$ cat config.mk
export PLATFORM = sky130hd
export DESIGN_NAME = pd_bringup_seq
export DESIGN_NICKNAME = d
export VERILOG_FILES = /design/src/rtl/pd_bringup_pkg.sv /design/src/rtl/pd_step_timer.sv /design/src/rtl/pd_fault_latch.sv /design/src/rtl/pd_bringup_seq.sv
export SDC_FILE = /design/constraint.sdc
export NUM_CORES = 1
export LEC_CHECK = 0
export BUFFER_PORTS_ARGS = -buffer_cell sky130_fd_sc_hd__buf_2
export CAP_MARGIN = 10
export CORE_ASPECT_RATIO = 0.8
export CORE_MARGIN = 2
export CORE_UTILIZATION = 35
export CTS_CLUSTER_DIAMETER = 80
export DETAILED_ROUTE_END_ITERATION = 10
export PLACE_DENSITY = 0.53
export REMOVE_ABC_BUFFERS = 1
export SLEW_MARGIN = 40
export SYNTH_ARGS = -nofsm -noshare
export SYNTH_HDL_FRONTEND = slang
export SYNTH_SLANG_ARGS = --single-unit
$ cat constraint.sdc
create_clock -name clk -period 2.65 [get_ports clk]
set_input_delay 0.265 -clock clk [delete_from_list [all_inputs] [get_ports clk]]
set_output_delay 0.265 -clock clk [all_outputs]
set_load 0.05 [all_outputs]
$ cat src/rtl/pd_bringup_pkg.sv
package pd_bringup_pkg;

  typedef enum logic [3:0] {
    ST_IDLE, ST_CLKOFF, ST_PWR, ST_PWRWAIT, ST_CLKON, ST_SETTLE,
    ST_CLAMP, ST_CLAMPWAIT, ST_RSTOFF, ST_UWCLK, ST_UWRST, ST_UWPWR,
    ST_UWPWRWAIT
  } seq_state_e;

  localparam logic [2:0] FAULT_NONE    = 3'd0;
  localparam logic [2:0] FAULT_PWR_ON  = 3'd1;
  localparam logic [2:0] FAULT_CLAMP   = 3'd2;
  localparam logic [2:0] FAULT_PWR_OFF = 3'd3;

  // settle interval in cycles from clock rate and time
  function automatic int settle_cycles(input int mhz, input int us);
    return mhz * us;
  endfunction

  // bound of one handshake wait in cycles
  function automatic int wait_cycles(input int polls, input int per_poll);
    return polls * per_poll;
  endfunction

  // counter width able to hold the larger of two intervals
  function automatic int count_width(input int a, input int b);
    int m;
    m = (a > b) ? a : b;
    return (m < 2) ? 1 : $clog2(m + 1);
  endfunction

endpackage

$ cat src/rtl/pd_step_timer.sv
module pd_step_timer #(
  parameter int W = 8
) (
  input  logic         clk,
  input  logic         rst_n,
  input  logic         load,
  input  logic [W-1:0] load_val,
  input  logic         dec,
  output logic         zero
);
  logic [W-1:0] cnt_q;

  always_ff @(posedge clk or negedge rst_n) begin
    if (!rst_n)        cnt_q <= '0;
    else if (load)     cnt_q <= load_val;
    else if (dec && cnt_q != '0) cnt_q <= cnt_q - 1'b1;
  end

  assign zero = (cnt_q == '0);
endmodule

$ cat src/rtl/pd_fault_latch.sv
module pd_fault_latch (
  input  logic       clk,
  input  logic       rst_n,
  input  logic       clr,
  input  logic       set,
  input  logic [2:0] code_in,
  output logic       err,
  output logic [2:0] code
);
  always_ff @(posedge clk or negedge rst_n) begin
    if (!rst_n) begin
      err  <= 1'b0;
      code <= 3'd0;
    end else if (clr) begin
      err  <= 1'b0;
      code <= 3'd0;
    end else if (set && !err) begin
      err  <= 1'b1;
      code <= code_in;
    end
  end
endmodule

$ cat src/rtl/pd_bringup_seq.sv
module pd_bringup_seq
  import pd_bringup_pkg::*;
#(
  parameter int CLK_MHZ   = 100,
  parameter int SETTLE_US = 20,
  parameter int POLL_CYC  = 100,
  parameter int MAX_POLLS = 100
) (
  input  logic       clk,
  input  logic       rst_n,
  input  logic       start_i,
  input  logic       stop_i,
  input  logic       pwr_good_i,
  input  logic       clamp_done_i,
  output logic       part_rst_o,
  output logic       clk_en_o,
  output logic       pwr_toggle_o,
  output logic       clamp_rel_o,
  output logic       busy_o,
  output logic       done_o,
  output logic       err_o,
  output logic [2:0] err_code_o
);
  localparam int SETTLE_CYC = settle_cycles(CLK_MHZ, SETTLE_US);
  localparam int WAIT_CYC   = wait_cycles(MAX_POLLS, POLL_CYC);
  localparam int TW         = count_width(SETTLE_CYC, WAIT_CYC);
  localparam logic [TW-1:0] WAIT_LOAD   = TW'(WAIT_CYC - 1);
  localparam logic [TW-1:0] SETTLE_LOAD = TW'(SETTLE_CYC - 1);

  seq_state_e st_q, st_d;
  logic rst_q, rst_d, clk_q, clk_d, tog_q, tog_d, clr_q, clr_d, done_q, done_d;
  logic t_load, t_dec, t_zero;
  logic [TW-1:0] t_val;
  logic f_clr, f_set;
  logic [2:0] f_code;

  // named internal events for the checker
  logic ev_timeout, ev_clamp_ok, ev_start_take;

  pd_step_timer #(.W(TW)) u_timer (
    .clk(clk), .rst_n(rst_n), .load(t_load), .load_val(t_val),
    .dec(t_dec), .zero(t_zero)
  );

  pd_fault_latch u_fault (
    .clk(clk), .rst_n(rst_n), .clr(f_clr), .set(f_set),
    .code_in(f_code), .err(err_o), .code(err_code_o)
  );

  always_comb begin
    st_d   = st_q;
    rst_d  = rst_q;
    clk_d  = clk_q;
    tog_d  = 1'b0;
    clr_d  = 1'b0;
    done_d = done_q;
    t_load = 1'b0;
    t_val  = WAIT_LOAD;
    t_dec  = 1'b0;
    f_clr  = 1'b0;
    f_set  = 1'b0;
    f_code = FAULT_NONE;
    unique case (st_q)
      ST_IDLE: begin
        if (start_i) begin
          rst_d  = 1'b1;
          f_clr  = 1'b1;
          done_d = 1'b0;
          st_d   = ST_CLKOFF;
        end else if (stop_i) begin
          done_d = 1'b0;
          st_d   = ST_UWCLK;
        end
      end
      ST_CLKOFF: begin
        clk_d = 1'b0;
        st_d  = ST_PWR;
      end
      ST_PWR: begin
        if (pwr_good_i) st_d = ST_CLKON;
        else begin
          tog_d  = 1'b1;
          t_load = 1'b1;
          st_d   = ST_PWRWAIT;
        end
      end
      ST_PWRWAIT: begin
        if (pwr_good_i) st_d = ST_CLKON;
        else if (t_zero) begin
          f_set  = 1'b1;
          f_code = FAULT_PWR_ON;
          st_d   = ST_UWPWR;
        end else t_dec = 1'b1;
      end
      ST_CLKON: begin
        clk_d  = 1'b1;
        t_load = 1'b1;
        t_val  = SETTLE_LOAD;
        st_d   = ST_SETTLE;
      end
      ST_SETTLE: begin
        if (t_zero) st_d = ST_CLAMP;
        else t_dec = 1'b1;
      end
      ST_CLAMP: begin
        clr_d  = 1'b1;
        t_load = 1'b1;
        st_d   = ST_CLAMPWAIT;
      end
      ST_CLAMPWAIT: begin
        if (clamp_done_i) st_d = ST_RSTOFF;
        else if (t_zero) begin
          f_set  = 1'b1;
          f_code = FAULT_CLAMP;
          st_d   = ST_UWCLK;
        end else t_dec = 1'b1;
      end
      ST_RSTOFF: begin
        rst_d  = 1'b0;
        done_d = 1'b1;
        st_d   = ST_IDLE;
      end
      ST_UWCLK: begin
        clk_d = 1'b0;
        st_d  = ST_UWRST;
      end
      ST_UWRST: begin
        rst_d = 1'b1;
        st_d  = ST_UWPWR;
      end
      ST_UWPWR: begin
        if (!pwr_good_i) st_d = ST_IDLE;
        else begin
          tog_d  = 1'b1;
          t_load = 1'b1;
          st_d   = ST_UWPWRWAIT;
        end
      end
      ST_UWPWRWAIT: begin
        if (!pwr_good_i) st_d = ST_IDLE;
        else if (t_zero) begin
          f_set  = 1'b1;
          f_code = FAULT_PWR_OFF;
          st_d   = ST_IDLE;
        end else t_dec = 1'b1;
      end
      default: st_d = ST_IDLE;
    endcase
  end

  always_ff @(posedge clk or negedge rst_n) begin
    if (!rst_n) begin
      st_q   <= ST_IDLE;
      rst_q  <= 1'b1;
      clk_q  <= 1'b0;
      tog_q  <= 1'b0;
      clr_q  <= 1'b0;
      done_q <= 1'b0;
    end else begin
      st_q   <= st_d;
      rst_q  <= rst_d;
      clk_q  <= clk_d;
      tog_q  <= tog_d;
      clr_q  <= clr_d;
      done_q <= done_d;
    end
  end

  assign ev_timeout    = f_set;
  assign ev_clamp_ok   = (st_q == ST_CLAMPWAIT) && clamp_done_i;
  assign ev_start_take = (st_q == ST_IDLE) && start_i;

  assign part_rst_o   = rst_q;
  assign clk_en_o     = clk_q;
  assign pwr_toggle_o = tog_q;
  assign clamp_rel_o  = clr_q;
  assign busy_o       = (st_q != ST_IDLE);
  assign done_o       = done_q;
endmodule

==> results of run 1 <==
sequential cells by signal (all words and copies together) (netlist names):
register / flops
pwr_toggle_o: 1
u_timer.cnt_q: 14
u_fault.code: 2
part_rst_o: 1
clamp_rel_o: 1
u_fault.err: 1
done_o: 1
st_q: 4
clk_en_o: 1
cell families after synthesis:
group | share of synthesized area [%]
AO/OA/AOI/OAI | 20.9
XOR/XNOR | 1.08
adder cells (fa/ha/maj) | 1.54
buffers and inverters | 5.24
flip-flops | 40.1
multiplexers | 4.00
other | 0.231
AND/OR/NAND/NOR | 26.9
per-stage QoR:
step | total power [mW] | std cells | utilization, %
detailed placement | 1.62 | 247 | 38.7
floorplan | 1.32 | 167 | -
global route | 2.10 | 251 | 40.4
finish | 1.95 | 251 | 40.4
CTS | 1.96 | 251 | 40.3
global placement | 1.61 | 247 | 38.7
routing by layer:
layer / global-route usage, % / routed length (um) / vias up
met3: 2.92 / 131 / 2
met4: 3.39 / 22 / 0
met5: 0 / 0 / -
met1: 21.1 / 1850 / 655
li1: - / - / 680
met2: 22.0 / 1560 / 26
worst max path at each step:
stage | slack [ns] | cells after the start | from | to
final | 0.41 | 5 | st_q[3] | st_q[0]
after global routing | 0.32 | 5 | st_q[3] | st_q[0]
after CTS | 0.32 | 4 | st_q[3] | u_timer.cnt_q[9]
after detailed placement | 0.35 | 4 | st_q[3] | u_timer.cnt_q[9]
after global placement | 0.43 | 4 | st_q[3] | u_timer.cnt_q[4]
after floorplan | 0.50 | 5 | st_q[0] | u_timer.cnt_q[9]
power by group through the flow:
stage	Sequential (mW)	Combinational [mW]	Clock [mW]
finish	0.608	1.02	0.330
global route	0.628	1.11	0.356
CTS	0.607	1.01	0.342
detailed placement	0.611	1.01	0
global placement	0.608	1.01	0
floorplan	0.764	0.557	0
worst max-delay path, delay by kind of cell, from the launching register on:
family             cells  cell delay [ns]
muxes                  1             0.30
and+or+nand+nor        1             0.31
AOI/OAI and AO/OA      3             0.98
DFF                    1             0.52
cell usage in the layout (no fill, tap or decap), drive strengths merged, types with 2 or more instances in the layout:
cell type / instances
and4: 2
mux2i: 5
xnor2: 2
and2: 2
a21oi: 9
nand2b: 4
nand3: 5
a31oi: 4
o211ai: 2
clkbuf: 3
inv: 5
nor4bb: 2
nor2: 20
dfrtp: 25
buf: 20
a21boi: 2
nor2b: 2
a211oi: 4
a22o: 2
or4: 6
ha: 2
nor3: 8
or2: 2
o21ai: 15
or3: 2
nand2: 14
a21o: 2
cell usage after synthesis (all sizes together) (2+ instances only):
library cell | count | area (um2)
a211oi | 4 | 30.0
a21boi | 2 | 15.0
a21o | 2 | 22.5
a21oi | 9 | 45.0
a22o | 2 | 17.5
a31oi | 4 | 25.0
and2 | 2 | 12.5
and4 | 2 | 17.5
buf | 5 | 40.0
clkbuf | 7 | 26.3
dfrtp | 25 | 626
ha | 2 | 25.0
inv | 5 | 18.8
mux2i | 5 | 50.1
nand2 | 14 | 60.1
nand2b | 4 | 25.0
nand3 | 5 | 25.0
nor2 | 20 | 75.1
nor2b | 2 | 12.5
nor3 | 8 | 40.0
nor4bb | 2 | 20.0
o211ai | 2 | 15.0
o21ai | 15 | 75.1
or2 | 2 | 12.5
or3 | 2 | 12.5
or4 | 6 | 56.3
xnor2 | 2 | 17.5
final cells by class:
cell class / count / share of cell area (%)
inverters: 5 / 1.03
well taps: 60 / 4.12
flip-flops and latches: 26 / 35.7
multi-input cells: 136 / 48.9
clock buffers: 3 / 2.26
repair buffers: 20 / 6.31
clock inverters: 1 / 1.65
==> summary.md, run 1 <==
| Metric | Value |
|---|---|
| Outcome | finished with violations |
| Failing checks | hold timing |
| TNS Setup | 0 ns |
| Area after DPL | 1750 um2 |
| Kind of end point of the critical path | flip-flop |
| Crit path time final | 2.24 ns |
| Static Leak | 0.783 nW |
| CTS tree | built |
| Pre-antenna DRT Iters | 4 |
| Rows | 22 |
| Max-cap violations | 0 |
| Worst reg2reg setup slack | 0.41 ns |
| CP Class | flip-flop to flip-flop |
| Max-slew headroom | 47.1% |
| Clock slew at reported path FFs | 0.09 ns |
| Worst Setup Start Kind | flip-flop |
| Period Utilization, post-route | 84.4% |
| Share of cells above drive strength 1 | 20.4% |
| Avg Vias per Cell | 5.43 |
| Final setup vio count | 0 |
| Post-DR wirelength/cell | 14.2 um |
| Clock Path Buffers | 2 |
| DRC | 0 |
| WP data required | 2.81 ns |
| Vias post-DR | 1363 |
| Final hold slack | -0.0124 ns |
| Main flop type after synthesis | dfrtp_1 |
| Tightest Pin Transition | 0.785 ns |
| R2R cell count | 5 |
| FFs w/ async S/R, synth | 100% |
| Reg power frac | 31.1% |
| Crit-path slowest cell | a211oi_1 |
| Sw frac | 45.2% |
| Die height | 65.0 um |
| Pin count of the biggest net entering global routing | 27 |
| Avg Cell Area, Syn | 9.08 um2 |
| Max stage delay on crit path | 0.55 ns |
| Placer Congestion | 0.772 |
| Slew Viols, Final | 0 |
| First-pass GRT wire length | 5.87 mm |
| Max FO, Critical Path | 13 |
| Fillers | 460 |
| Final clock skew | 0.00725 ns |
| Register area | 652 um2 |
| Mapped Cells | 179 |
| Core region area | 4510 um2 |
| CTS Buf Count | 3 |
| Detailed Place HPWL | 2.55 mm |
| Ys Warns | 0 |
| Critical path, cell by cell | and4bb_2, a211oi_1, a21o_4, o31ai_2, mux2_4 |
| Hold-fix buffers, CTS | 0 |
| Int Pwr | 1.07 mW |
| Pre-CTS setup slack | 0.345 ns |
| Post-route cell area | 1820 um2 |
| Final worst slack | 0.413 ns |
| Synthesized cell area | 1630 um2 |
| Total track usage | 14.5% |
| Routed Antenna Nets | 0 |
| Initial antenna violation count | 0 |
| Worst Path Arrival | 2.40 ns |
| VDD IR max | 0.634 mV |
| Vias in the first global route | 1225 |
| Post_cts resized | 0 |
| Hold Violations, Final | 24 |
| Sequential share of the synthesized area | 40.1% |
| Worst skew pair latency | 0.27 ns |
| Pwr/cell area | 1070 nW/um2 |
| Htree depth | 1 |
| Die area | 5210 um2 |
| Number of clock sinks | 26 |
| Post-CTS setup buffers | 0 |
| Fin nets | 200 |
| Yosys cell types | 51 |
| HP Class | input pin to async pin |
| Initial Util | 36.0% |
| Combinational share of power | 52.0% |
| Number of synthesized register bits | 26 |
| Unrepaired setup endpoints after global routing | no |
| Post-synth EDFFs | 0 |
| Peak Freq | 447 MHz |
| IO Port Bufs | 14 |
| Total gr overflow | 0 |
| Worst r2r src | st_q[3] |
| ANT cells | 0 |
| Final wirelength | 3.57 mm |
| Clock power frac | 16.9% |
| Reg2reg end | st_q[0] |
| DR iter-0 viols | 33 |
| Clk root buf | clkbuf_8 |
| Psw | 882 uW |
| Die width | 80.2 um |
| Top Ports | 16 |
| Area Overhead vs Synth | 12.2% |
| Multi-input logic area | 892 um2 |
Note: power is estimated with default switching activity, not from simulation.
==> run 2: changes to the inputs <==
ABC_AREA = 1   (was default)
PLACE_DENSITY = 0.54   (was 0.53)
clock period = 1.88 ns   (was 2.65 ns; I/O delays follow)
==> summary.md, run 2 <==
| Metric | Value |
|---|---|
| Hold path cells | 4 |
| Hold Violations, Final | 0 |
| Pwr/cell area | 1730 nW/um2 |
| Final wirelength | 4.03 mm |
| Area Overhead vs Synth | 11.4% |
| Tightest Pin Transition | 0.605 ns |
| Top Ports | 16 |
| Vias in the first global route | 1512 |
| Yosys cell types | 29 |
| CP startpoint | st_q[1] |
| Worst Path Arrival | 1.94 ns |
| Core region area | 4980 um2 |
| Total gr overflow | 0 |
| Critical path, cell by cell | nor2_2, nand3_2, nand2_2, nor2_1, nor2_2, nand3_1, o21ai_2 |
| Most used cells in the layout excluding fill and tap cells | 62 x nand2_1, 32 x inv_1, 31 x nand3_1 |
| Max-slew headroom | 59.7% |
| Worst skew pair latency | 0.28 ns |
| Routed Antenna Nets | 0 |
| Largest Register | u_timer.cnt_q |
| WP data required | 2.08 ns |
| Top cells by area, synth | dfrtp_1 35%, nand2_1 13%, nand3_1 8.6% |
| CTS tree | built |
| IO Port Bufs | 14 |
| Post-DR wirelength/cell | 12.3 um |
| Clock slew at reported path FFs | 0.10 ns |
| Max-cap violations | 0 |
| Worst Setup Start Kind | flip-flop |
| Crit-path slowest cell | dfrtp_1 |
| Clk root buf | clkbuf_8 |
| Initial Util | 36.1% |
| Period Utilization, post-route | 92.8% |
| Initial antenna violation count | 0 |
| Final setup vio count | 0 |
| Most common cell after layout, fill and taps aside | nand2_1 |
| Post-layout util | 40.2% |
| Share of cells above drive strength 1 | 21.2% |
| Post-synth top cells | 62 x nand2_1, 32 x inv_1, 31 x nand3_1, 26 x nor2_1, 25 x dfrtp_1 |
| Hold path endpoint | done_o |
| Power Total | 3.45 mW |
| Pin count of the biggest net entering global routing | 27 |
| Max FO, Critical Path | 8 |
| Static Leak | 1.06 nW |
| Slew Viols, Final | 0 |
| Worst hold path startpoint | stop_i |
| Largest register FFs | 14 |
| Post-synth EDFFs | 0 |
| CP delay by family, top | simple AND/OR/NAND/NOR gates |
| Placer Congestion | 0.862 |
| Final hold slack | 0.220 ns |
| Top cell by count, worst path | nor2_2 |
| DR iter-0 viols | 117 |
| Crit path time final | 1.74 ns |
| VDD IR max | 0.509 mV |
| Synthesized cell area | 1800 um2 |
| Worst r2r src | st_q[1] |
| Pre-antenna DRT Iters | 4 |
| DRC | 0 |
| R2R cell count | 7 |
| Vias post-DR | 1536 |
| Reg2reg end | u_timer.cnt_q[4] |
| First-pass GRT wire length | 7.46 mm |
| HP Class | input pin to flip-flop |
| Kind of end point of the critical path | flip-flop |
| CTS Buf Count | 3 |
| Post-route cell area | 2000 um2 |
| Number of clock sinks | 26 |
| Htree depth | 1 |
| TNS Setup | 0 ns |
| Yosys top cell by area | dfrtp_1 |
| Final clock skew | 0.0124 ns |
| Die area | 5730 um2 |
| CP Class | flip-flop to flip-flop |
| Die width | 84.1 um |
| Post-synth top area share | 34.8% |
| Most frequent cell after synthesis | nand2_1 |
| Detailed Place HPWL | 3.12 mm |
| Clock Path Buffers | 2 |
| ANT cells | 0 |
| Die height | 68.1 um |
| Main flop type after synthesis | dfrtp_1 |
| Mapped Cells | 248 |
| Avg Cell Area, Syn | 7.24 um2 |
| Unrepaired setup endpoints after global routing | yes |
| Peak Freq | 573 MHz |
| Fillers | 530 |
| FFs w/ async S/R, synth | 100% |
| Total track usage | 16.1% |
| Outcome | finished, final reports clean |
| Largest regs | u_timer.cnt_q: 14 flops, st_q: 4 flops, u_fault.code: 2 flops |
| Sequential share of the synthesized area | 36.3% |
| Max stage delay on crit path | 0.50 ns |
| Number of synthesized register bits | 26 |
| Rows | 23 |
| Buf/Inv on CP | 0 |
| Fin nets | 273 |
| Worst reg2reg setup slack | 0.14 ns |
| Area after DPL | 1920 um2 |
| Ys Warns | 0 |
| Post-CTS setup buffers | 0 |
| Avg Vias per Cell | 4.71 |
run 2: how the worst max path moves through the flow:
stage          cells past startpoint  slack [ns]                 to
6_report                           7        0.14   u_timer.cnt_q[4]
3_3_place_gp                       8        0.11   u_timer.cnt_q[2]
3_5_place_dp                       8         0.1   u_timer.cnt_q[2]
4_1_cts                            8        0.08   u_timer.cnt_q[2]
2_1_floorplan                      8        0.08   u_timer.cnt_q[2]
5_1_grt                            8      -0.001  u_timer.cnt_q[11]
run 2: kinds of logic after synthesis:
logic type,synth area share (%)
DFF,36.3
buffers and inverters,10.2
and+or+nand+nor,40.1
AOI/OAI and AO/OA,9.40
adders and majority gates,1.39
xor gates and xnor gates,2.44
other,0.209
run 2: layer usage:
metal  share of wire (%)  track usage, %
met1                  58            25.8
met2                  38            22.6
met3                 3.1            2.05
met4                0.67            3.63
met5                   0               0
run 2: report_power, final:
| group | switching (mW) | internal (mW) | total (mW) |
|---|---|---|---|
| clock network | 0.190 | 0.285 | 0.475 |
| registers | 0.217 | 0.768 | 0.985 |
| logic | 1.36 | 0.639 | 1.99 |
| total | 1.76 | 1.69 | 3.45 |
run 2: area by class of cell:
class / instances / area [um2] / area share (%)
inverter: 35 / 131 / 6.56
multi-input combinational: 181 / 967 / 48.3
sequential: 26 / 652 / 32.6
clock inverter: 1 / 30.0 / 1.50
clock buffer: 3 / 41.3 / 2.06
timing repair buffer: 18 / 103 / 5.12
tap: 62 / 77.6 / 3.88
run 2: what timing repair did:
item / in CTS / in global routing
endpoints found under the setup margin: 0 / 8
endpoints found under the hold margin: 25 / 0
hold buffers: 1 / 0
resized for setup: 0 / 1
run 2: metrics by stage:
step,worst slack [ns],cells
after global routing,-0.00138,326
after detailed placement,0.0970,321
after CTS,0.0788,326
final,0.135,326
after floorplan,0.0831,242
after global placement,0.106,321
run 2: worst min-delay path, stage by stage:
cell and delay (ns):
buf_2 0.09, o21ai_0 0.07, nand2_1 0.05, o21ai_0 0.07
==> run 3: changes to the inputs <==
PLACE_DENSITY = 0.53   (was 0.54)
clock period = 2.1 ns   (was 1.88 ns; I/O delays follow)
==> summary.md, run 3 (synthesized netlist as in run 2, its figures left out) <==
| Metric | Value |
|---|---|
| Critical path, cell by cell | nand2_2, inv_2, nand3_2, nand2_2, o21ai_2, nand2_2, nand2_1, nand2_1 |
| Routed Antenna Nets | 0 |
| Max-slew headroom | 59.8% |
| Share of cells above drive strength 1 | 20.9% |
| Top Ports | 16 |
| Core region area | 4980 um2 |
| Pre-antenna DRT Iters | 4 |
| ANT cells | 0 |
| Reg2reg end | u_timer.cnt_q[7] |
| Final clock skew | 0.0120 ns |
| Final non-filler cell total | 325 |
| Largest register FFs | 14 |
| Most common cell after layout, fill and taps aside | nand2_1 |
| WP data required | 2.27 ns |
| Worst skew pair latency | 0.28 ns |
| Number of clock sinks | 26 |
| Slew Viols, Final | 0 |
| DR iter-0 viols | 173 |
| Fin nets | 272 |
| Max-cap violations | 0 |
| Vias post-DR | 1549 |
| Avg Vias per Cell | 4.77 |
| First-pass GRT wire length | 6.97 mm |
| Buf/Inv on CP | 1 |
| Period Utilization, post-route | 92.8% |
| Max FO, Critical Path | 12 |
| Pin count of the biggest net entering global routing | 27 |
| Initial Util | 36.1% |
| Post-DR wirelength/cell | 12.5 um |
| Vias in the first global route | 1402 |
| Rows | 23 |
| Kind of end point of the critical path | flip-flop |
| IO Port Bufs | 14 |
| Die height | 68.1 um |
| Top cell by count, worst path | nand2_2 |
| Crit-path slowest cell | dfrtp_1 |
| Initial antenna violation count | 0 |
| Die width | 84.1 um |
| Total gr overflow | 0 |
| Unrepaired setup endpoints after global routing | no |
| Largest Register | u_timer.cnt_q |
| Largest regs | u_timer.cnt_q: 14 flops, st_q: 4 flops, u_fault.code: 2 flops |
| Hold Violations, Final | 0 |
| CTS tree | built |
| Clk root buf | clkbuf_8 |
| Hold path cells | 4 |
| Register area | 652 um2 |
| Detailed Place HPWL | 3.10 mm |
| Placed Cells | 320 |
| Htree depth | 1 |
| Most used cells in the layout excluding fill and tap cells | 62 x nand2_1, 32 x inv_1, 31 x nand3_1 |
| Worst reg2reg setup slack | 0.15 ns |
| Final setup vio count | 0 |
| Crit path time final | 1.95 ns |
| Worst hold path startpoint | stop_i |
| Worst r2r src | st_q[1] |
| Clock slew at reported path FFs | 0.11 ns |
| Area Overhead vs Synth | 10.7% |
| Worst Setup Start Kind | flip-flop |
| R2R cell count | 8 |
| Fillers | 513 |
| Outcome | finished, final reports clean |
| Peak Freq | 513 MHz |
| Worst Path Arrival | 2.12 ns |
| Power Total | 3.07 mW |
| Die area | 5730 um2 |
| Static Leak | 1.05 nW |
| VDD IR max | 0.731 mV |
| Post_cts resized | 0 |
| CP Class | flip-flop to flip-flop |
| Total track usage | 15.5% |
| Final wirelength | 4.07 mm |
| DRC | 0 |
| Tightest Pin Transition | 0.602 ns |
| TNS Setup | 0 ns |
| Clock Path Buffers | 2 |
| Max stage delay on crit path | 0.49 ns |
| Multi-input logic area | 962 um2 |
| Pwr/cell area | 1540 nW/um2 |
| Hold path endpoint | done_o |
| Placer Congestion | 0.878 |
| CTS Buf Count | 3 |
| CP delay by family, top | simple AND/OR/NAND/NOR gates |
| HP Class | input pin to flip-flop |
[run 3: cell types whose count changed in the layout (fill, tap and decap cells not counted), sizes merged]
cell,delta
buf,-1
[run 3: how the worst max path moves through the flow]
stage | end | startpoint | depth (start not counted)
finish | u_timer.cnt_q[7] | st_q[1] | 8
global route | u_timer.cnt_q[2] | st_q[1] | 8
CTS | u_timer.cnt_q[2] | st_q[1] | 8
detailed placement | u_timer.cnt_q[2] | st_q[1] | 8
global placement | u_timer.cnt_q[2] | u_timer.cnt_q[0] | 9
floorplan | u_timer.cnt_q[2] | st_q[1] | 8
[run 3: worst register-to-register path, delay by kind of cell (launching register included)]
| family | cells | cell delay, ns |
|---|---|---|
| flip-flops | 1 | 0.49 |
| buffers and inverters | 1 | 0.08 |
| AO/OA/AOI/OAI | 1 | 0.39 |
| AND/OR/NAND/NOR | 6 | 0.86 |
[run 3: stage by stage]
stage	hold slack (ns)	instance area, um2	worst slack [ns]	utilization (%)
after floorplan	-0.0856	1750	0.303	-
after detailed placement	0.264	1910	0.162	38.3
after CTS	0.230	1990	0.141	40.0
after global routing	0.285	1990	0.0131	40.0
final	0.226	1990	0.152	40.0
after global placement	0.263	1910	0.226	38.3
[run 3: routing by layer]
metal	wire length [um]	up-vias	track usage, %
met5	0	-	0
met4	39	0	4.64
met3	140	4	2.29
met2	1610	26	21.6
met1	2280	701	24.2
li1	-	818	-
[run 3: area by class of cell]
class	instances	area share (%)
Tap cell	62	3.90
Sequential cell	26	32.8
Timing Repair Buffer	17	4.78
Inverter	35	6.60
Multi-Input combinational cell	181	48.4
Clock inverter	1	1.51
Clock buffer	3	2.08
[run 3: power breakdown]
group          internal [mW]  leakage [nW]  switching, mW
clock                  0.256        0.0357          0.184
sequential             0.687         0.333          0.191
combinational          0.553         0.683           1.20
total                   1.50          1.05           1.58
[run 3: timing repair]
item | in CTS | in global routing
hold buffers | 1 | 0
setup buffers | 0 | 0
endpoints found under the hold margin | 25 | 0
